==> src/rtl/pmatch_pkg.sv <==
package pmatch_pkg;

    // Access kind enables in the control word
    localparam int unsigned LD_BIT      = 0;
    localparam int unsigned ST_BIT      = 1;
    localparam int unsigned EX_BIT      = 2;
    // Base of native privilege enables: bit = base + priv
    localparam int unsigned PRIV_BASE   = 3;
    // Base of virtual privilege enables (type 6 only)
    localparam int unsigned VPRIV_BASE  = 23;
    localparam int unsigned TYPE_W      = 4;

    localparam logic [TYPE_W-1:0] TYPE_LEGACY = 4'd2;
    localparam logic [TYPE_W-1:0] TYPE_EXT    = 4'd6;

    localparam logic [1:0] PRIV_U = 2'd0;
    localparam logic [1:0] PRIV_S = 2'd1;
    localparam logic [1:0] PRIV_M = 2'd3;

    typedef enum logic [1:0] {
        KIND_NONE   = 2'd0,
        KIND_LEGACY = 2'd1,
        KIND_EXT    = 2'd2
    } trig_kind_e;

endpackage

==> src/rtl/trig_qualify.sv <==
module trig_qualify
    import pmatch_pkg::*;
#(
    parameter int unsigned XLEN = 32
) (
    input  logic [XLEN-1:0] ctrl_i,
    input  logic [1:0]      priv_i,
    input  logic            virt_i,
    output trig_kind_e      kind_o,
    output logic            armed_o,
    output logic            priv_ok_o
);

    localparam int unsigned TYPE_LSB = XLEN - TYPE_W;

    logic [TYPE_W-1:0] type_f;
    logic              mode_any;
    logic              rwx_any;
    logic              unused_ctrl;

    assign unused_ctrl = ^ctrl_i;

    always_comb begin
        type_f = ctrl_i[TYPE_LSB +: TYPE_W];
        if (type_f == TYPE_LEGACY) begin
            kind_o = KIND_LEGACY;
        end else if (type_f == TYPE_EXT) begin
            kind_o = KIND_EXT;
        end else begin
            kind_o = KIND_NONE;
        end

        mode_any = ctrl_i[PRIV_BASE + 0] | ctrl_i[PRIV_BASE + 1] | ctrl_i[PRIV_BASE + 3];
        if (kind_o == KIND_EXT) begin
            mode_any = mode_any | ctrl_i[VPRIV_BASE + 0] | ctrl_i[VPRIV_BASE + 1];
        end
        rwx_any = ctrl_i[LD_BIT] | ctrl_i[ST_BIT] | ctrl_i[EX_BIT];
        armed_o = (kind_o != KIND_NONE) && mode_any && rwx_any;

        priv_ok_o = 1'b0;
        if (kind_o != KIND_NONE) begin
            if (virt_i) begin
                if (kind_o == KIND_EXT) begin
                    case (priv_i)
                        PRIV_U:  priv_ok_o = ctrl_i[VPRIV_BASE + 0];
                        PRIV_S:  priv_ok_o = ctrl_i[VPRIV_BASE + 1];
                        default: priv_ok_o = 1'b0;
                    endcase
                end
            end else begin
                case (priv_i)
                    PRIV_U:  priv_ok_o = ctrl_i[PRIV_BASE + 0];
                    PRIV_S:  priv_ok_o = ctrl_i[PRIV_BASE + 1];
                    PRIV_M:  priv_ok_o = ctrl_i[PRIV_BASE + 3];
                    default: priv_ok_o = 1'b0;
                endcase
            end
        end
    end

endmodule

==> src/rtl/trig_compare.sv <==
module trig_compare #(
    parameter int unsigned XLEN = 32
) (
    input  logic [2:0]      rwx_i,
    input  logic [XLEN-1:0] taddr_i,
    input  logic            fetch_vld_i,
    input  logic [XLEN-1:0] fetch_pc_i,
    input  logic            mem_vld_i,
    input  logic [XLEN-1:0] mem_addr_i,
    input  logic            mem_wr_i,
    output logic            exec_match_o,
    output logic            data_match_o
);

    logic kind_en;

    always_comb begin
        exec_match_o = fetch_vld_i && rwx_i[2] && (fetch_pc_i == taddr_i);
        kind_en      = mem_wr_i ? rwx_i[1] : rwx_i[0];
        data_match_o = mem_vld_i && kind_en && (mem_addr_i == taddr_i);
    end

endmodule

==> src/rtl/hit_prio.sv <==
module hit_prio #(
    parameter int unsigned NUM_TRIG = 2,
    parameter int unsigned IDXW     = 1
) (
    input  logic [NUM_TRIG-1:0] req_i,
    output logic                hit_o,
    output logic [IDXW-1:0]     idx_o
);

    always_comb begin
        hit_o = 1'b0;
        idx_o = '0;
        for (int i = NUM_TRIG - 1; i >= 0; i--) begin
            if (req_i[i]) begin
                hit_o = 1'b1;
                idx_o = IDXW'(i);
            end
        end
    end

endmodule

==> src/rtl/privmatch_unit.sv <==
module privmatch_unit
    import pmatch_pkg::*;
#(
    parameter int unsigned XLEN     = 32,
    parameter int unsigned NUM_TRIG = 2,
    localparam int unsigned IDXW    = (NUM_TRIG > 1) ? $clog2(NUM_TRIG) : 1
) (
    input  logic                     fetch_vld_i,
    input  logic [XLEN-1:0]          fetch_pc_i,
    input  logic                     mem_vld_i,
    input  logic [XLEN-1:0]          mem_addr_i,
    input  logic                     mem_wr_i,
    input  logic [1:0]               priv_i,
    input  logic                     virt_i,
    input  logic [NUM_TRIG*XLEN-1:0] tctrl_i,
    input  logic [NUM_TRIG*XLEN-1:0] taddr_i,
    output logic                     hit_o,
    output logic [IDXW-1:0]          hit_idx_o
);

    typedef struct packed {
        logic            hit;
        logic [IDXW-1:0] idx;
    } result_t;

    logic [NUM_TRIG-1:0] trig_hit;
    logic                enc_hit;
    logic [IDXW-1:0]     enc_idx;
    result_t             res_d;

    for (genvar g = 0; g < NUM_TRIG; g++) begin : g_trig
        trig_kind_e kind;
        logic       armed;
        logic       priv_ok;
        logic       exec_m;
        logic       data_m;

        trig_qualify #(.XLEN(XLEN)) u_qual (
            .ctrl_i    (tctrl_i[g*XLEN +: XLEN]),
            .priv_i    (priv_i),
            .virt_i    (virt_i),
            .kind_o    (kind),
            .armed_o   (armed),
            .priv_ok_o (priv_ok)
        );

        trig_compare #(.XLEN(XLEN)) u_cmp (
            .rwx_i        (tctrl_i[g*XLEN +: 3]),
            .taddr_i      (taddr_i[g*XLEN +: XLEN]),
            .fetch_vld_i  (fetch_vld_i),
            .fetch_pc_i   (fetch_pc_i),
            .mem_vld_i    (mem_vld_i),
            .mem_addr_i   (mem_addr_i),
            .mem_wr_i     (mem_wr_i),
            .exec_match_o (exec_m),
            .data_match_o (data_m)
        );

        assign trig_hit[g] = (kind != KIND_NONE) && armed && priv_ok && (exec_m || data_m);
    end

    hit_prio #(.NUM_TRIG(NUM_TRIG), .IDXW(IDXW)) u_prio (
        .req_i (trig_hit),
        .hit_o (enc_hit),
        .idx_o (enc_idx)
    );

    always_comb begin
        res_d     = '0;
        res_d.hit = enc_hit;
        res_d.idx = enc_hit ? enc_idx : '0;
    end

    assign hit_o     = res_d.hit;
    assign hit_idx_o = res_d.idx;

endmodule

==> config.mk <==
export PLATFORM = sky130hd
export DESIGN_NAME = privmatch_unit
export DESIGN_NICKNAME = d
export VERILOG_FILES = /design/src/rtl/pmatch_pkg.sv /design/src/rtl/trig_qualify.sv /design/src/rtl/trig_compare.sv /design/src/rtl/hit_prio.sv /design/src/rtl/privmatch_unit.sv
export SDC_FILE = /design/constraint.sdc
export NUM_CORES = 1
export LEC_CHECK = 0
export ABC_AREA = 1
export BUFFER_PORTS_ARGS = -buffer_cell sky130_fd_sc_hd__buf_2
export CORE_MARGIN = 4
export CORE_UTILIZATION = 40
export DETAILED_ROUTE_END_ITERATION = 8
export GPL_TIMING_DRIVEN = 0
export PLACE_DENSITY = 0.87
export SLEW_MARGIN = 20
export SYNTH_ARGS = -nofsm -noshare
export SYNTH_HDL_FRONTEND = slang
export SYNTH_SLANG_ARGS = --single-unit
==> constraint.sdc <==
create_clock -name vclk -period 1.6
set_input_delay 0.24 -clock vclk [all_inputs]
set_output_delay 0.24 -clock vclk [all_outputs]
set_load 0.005 [all_outputs]
## After elaboration in Yosys (flattened, before gate mapping)

Index checks and enable logic that the tools add are counted.

- Equal/unequal tests: 12
- Muxes and demuxes: 22
- Bitwise operators: 12
- Reduce and logical (&&, ||, !) cells: 23

Operators by type and width:

| operator | number |
|---|---|
| == test 32 bit | 4 |
| logical AND 1 bit | 18 |
| 2-to-1 mux 1 bit | 14 |
| OR 1 bit | 12 |
| == test 4 x 2 -> 1 bit, second input constant | 2 |
| == test 4 x 3 -> 1 bit, second input constant | 2 |
| 2-to-1 mux 2 bit | 4 |
| == test 2 bit, second input constant | 3 |
| case mux 1 bit (3 select lines) | 2 |
| case mux 1 bit (2 select lines) | 2 |
| nonzero test 2 bit | 2 |
| == test 2 x 1 -> 1 bit, second input constant | 1 |
| logical NOT 2 bit | 1 |
| logical OR 1 bit | 2 |

- Flip-flop bits (word level): 0
- Input bits: 198
- Output and inout bits: 2
- Word-level logic and storage cells: 69

## Logic depth before layout (Yosys ltp)

- Word-level depth: 13
- Gate-level depth with buffers: 12
- Gate-level depth less buffers: 12

## Modules after synthesis

Synthesis repeated with hierarchy kept, for this count alone.

- Cell total of the unflattened synthesis: 616
- Area, all modules: 2652.5 um^2

By module, submodules not included:

| module | times used | cells each | area each (um^2) | seq. area each (um^2) |
|---|---|---|---|---|
| trig_compare | 2 | 271 | 1141.1 | 0.0 |
| trig_qualify | 2 | 26 | 140.1 | 0.0 |
| privmatch_unit | 1 | 18 | 72.6 | 0.0 |
| hit_prio | 1 | 4 | 17.5 | 0.0 |

## Worst setup path after synthesis

No wires, ideal clock.

- Path kind: input-to-output
- From: input port mem_addr_i[6]
- To: output port hit_idx_o
- Data arrival time: 0.966 ns
- Data required time: 1.360 ns
- Path slack: 0.394 ns
- Cell stages on the path: 12
- Path buffers: 0
- Cell sequence: inv_1 > nand2_1 > o21ai_0 > inv_1 > nand2_1 > nor2_1 > nand2_1 > nor2_1 > nand3_1 > nand2_1 > nand2_1 > nor2_1

- Cells in the longest elaborated chain, start to end: 7
- Elaborated cells on any way between the ends: 12
- Classes of those cells: eq/ne: 2; mux: 4; reduce/logical: 6

RTL lines:

| element | line | RTL |
|---|---|---|
| start, declared | privmatch_unit.sv:11 | `input logic [XLEN-1:0] mem_addr_i,` |
| == test 32 bit | trig_compare.sv:20 | `data_match_o = mem_vld_i && kind_en && (mem_addr_i == taddr_i);` |
| logical AND 1 bit | trig_compare.sv:20 |  |
| logical OR 1 bit | privmatch_unit.sv:59 | `assign trig_hit[g] = (kind != KIND_NONE) && armed && priv_ok && (exec_m \|\| data_m);` |
| logical AND 1 bit | privmatch_unit.sv:59 |  |
| 2-to-1 mux 1 bit (2 in series) | hit_prio.sv:14 | `if (req_i[i]) begin` |
| 2-to-1 mux 1 bit * | privmatch_unit.sv:71 | `res_d.idx = enc_hit ? enc_idx : '0;` |
| end, declared | privmatch_unit.sv:18 | `output logic [IDXW-1:0] hit_idx_o` |

Mark *: on every way between the ends. The rest lies on a longest branch, timed or not.

## Final worst setup path

- From: input port taddr_i[61]
- To: output port hit_idx_o

- Cells in the longest elaborated chain, start to end: 7
- Elaborated cells on any way between the ends: 10
- Classes of those cells: eq/ne: 2; mux: 4; reduce/logical: 4

RTL lines:

| element | line | RTL |
|---|---|---|
| start, declared | privmatch_unit.sv:16 | `input logic [NUM_TRIG*XLEN-1:0] taddr_i,` |
| == test 32 bit, on equally long branches | trig_compare.sv:18, trig_compare.sv:20 |  |
| logical AND 1 bit, on equally long branches | trig_compare.sv:18, trig_compare.sv:20 |  |
| logical OR 1 bit * | privmatch_unit.sv:59 |  |
| logical AND 1 bit * | privmatch_unit.sv:59 |  |
| 2-to-1 mux 1 bit * | hit_prio.sv:14 |  |
| 2-to-1 mux 1 bit | hit_prio.sv:14 |  |
| 2-to-1 mux 1 bit * | privmatch_unit.sv:71 |  |

Marked as above.

==> flow_summary.json <==
{
  "status": "finished, violations left",
  "violations": "negative setup slack",
  "seq_cells": 0,
  "gp_congestion": 0.946,
  "ys_types": 26,
  "dp_slack_ns": -0.0704,
  "worstSetupPathType": "in2out",
  "fmax_mhz": 618,
  "drc_errors": 0,
  "hold_viol_final": 0,
  "design_area_mm2": 0.00374,
  "final_nets": 873,
  "fin_crit_sh_pct": 101,
  "arrival_ns": 1.38,
  "first_iter_violations": 202,
  "end_kind": "primary output",
  "start_kind": "input pin",
  "timing.final.ws_setup_ns": -0.0183,
  "finalMaxSlewViolations": 0,
  "relSlewSlack_pct": 78.0,
  "leakage_nw": 2.17,
  "ys_seq_area_share_pct": 0,
  "fp-row-count": 27,
  "tightestPinTransition_ns": 0.329,
  "die_h_um": 83.4,
  "grt_pass1_vias": 3416,
  "hp-class": "in2out",
  "placed_cell_area_mm2": 0.00316,
  "area_growth_pct": 64.8,
  "core_area_mm2": 0.00551,
  "fin_setup_tns_ns": -0.0183,
  "synth_area_per_cell_um2": 4.45,
  "dpl.hpwl_um": 9590,
  "overflow": 0,
  "grt_use_total_pct": 29.6,
  "wl_per_cell_um": 15.3,
  "cp_max_fo": 2,
  "dieWidth_um": 83.4,
  "vias": 3685,
  "via_per_inst": 4.95,
  "power_density_mw_per_mm2": 262,
  "drive_above_1_share_pct": 41.5,
  "register_area_um2": 0,
  "synth_fp_nets": 709,
  "pin_count": 200,
  "rsz0062_at_grt": "yes",
  "drv_cap": 0,
  "syn_inst": 511,
  "yosysWarnings": 0,
  "antenna_found_initial": 0,
  "grt_pass1_wl_um": 16600,
  "ant_nets": 0,
  "fin_crit_ns": 1.62,
  "diodes": 0,
  "io_buffers": 160,
  "start_util_pct": 41.3,
  "setup_viol": 1,
  "min_delay_path_depth": 7,
  "holdWs_ns": 0.971,
  "netlist_area_mm2": 0.00227,
  "totalWireLength_um": 11400,
  "grt_max_degree": 8,
  "dieArea_mm2": 0.00695,
  "irDropWorstVdd_mv": 0.144,
  "dr.pass1.iters": 5,
  "clock_buffers": 0,
  "p_total_mw": 0.981,
  "required_ns": 1.36
}
## path summary, 6_finish.rpt
kind                     to         from  slack (ns)
setup / recovery  hit_idx_o  taddr_i[61]       -0.02
hold / removal    hit_idx_o  tctrl_i[63]        0.97
## cells in the mapped netlist
cell / n / area, um2
o21bai_1: 1 / 7.51
nand4_1: 10 / 62.6
nand3_1: 16 / 80.1
nor2_2: 3 / 18.8
a211oi_1: 1 / 7.51
inv_2: 4 / 15.0
nand3b_1: 2 / 15.0
o22ai_1: 6 / 37.5
clkinv_1: 2 / 7.51
nor3_1: 1 / 5.00
o21ai_1: 22 / 110
nand2_2: 1 / 6.26
nand4_2: 1 / 12.5
xnor2_1: 31 / 272
or2_0: 1 / 6.26
nor2_1: 63 / 236
o31ai_1: 2 / 15.0
nor3_2: 1 / 10.0
nand2_1: 205 / 769
o21ai_0: 15 / 75.1
a21oi_1: 5 / 25.0
o221ai_1: 2 / 17.5
inv_1: 110 / 413
xor2_1: 2 / 17.5
nor3b_1: 1 / 7.51
o211ai_1: 3 / 22.5
## power by group
group          switching [mW]  leakage (nW)  internal, mW
clock network               0             0             0
logic                   0.522          2.17         0.459
registers                   0             0             0
total                   0.522          2.17         0.459
## critical path, stage by stage
cell and delay, ns:
buf_2 0.11, xnor2_1 0.24, nand4_1 0.18, nor2_1 0.14, nand3_1 0.08, nand2_1 0.10
nand2_1 0.07, nor2_1 0.09, buf_2 0.12
## placed cells by master, fill, tap and decap left out, types with 2 or more instances in the layout
cell / instances
o211ai_1: 3
xnor2_2: 4
buf_4: 9
o21ai_2: 8
nor2_2: 14
buf_2: 105
buf_8: 3
inv_1: 67
xor2_1: 2
nand2_2: 34
nor2_1: 49
nand4_1: 10
nand3b_1: 2
inv_4: 7
o31ai_1: 2
nand2_1: 169
nor2_4: 3
o221ai_1: 2
inv_2: 41
xnor2_1: 27
a21oi_1: 5
buf_6: 45
o21ai_0: 7
nand3_1: 15
o22ai_1: 6
o21ai_1: 22
nand2_4: 3
## layer usage
layer  vias to the layer above  global-route usage [%]  routed length, um
li1                       1873                       -                  -
met1                      1612                    38.8               4630
met2                       186                    52.7               5570
met3                        14                    3.87               1010
met4                         0                    3.12                160
met5                         -                       0                  0
## final cells by class
type / instances / area, um2
inverter: 116 / 453
fill: 546 / 1760
multi-input combinational: 395 / 2060
timing repair buffer: 162 / 1140
tap: 72 / 90.1
## timing repair
| item | in CTS | in global routing |
|---|---|---|
| gates resized for setup | 73 | 133 |
| setup buffers | 2 | 0 |
| endpoints found under the hold margin | 0 | 0 |
| pin swaps | 47 | 81 |
| hold buffers | 0 | 0 |
| endpoints found under the setup margin | 2 | 2 |
## per-stage QoR
stage	std cells	util [%]
finish	745	68.0
global route	745	68.0
floorplan	511	-
CTS	745	61.7
detailed placement	743	57.4
global placement	743	57.4
## cells by family after synthesis
group,share of synthesized area (%)
AO/OA/AOI/OAI,14.0
buffers and inverters,19.2
XOR/XNOR,12.7
AND/OR/NAND/NOR,54.1
(Power assumes the default switching activity.)
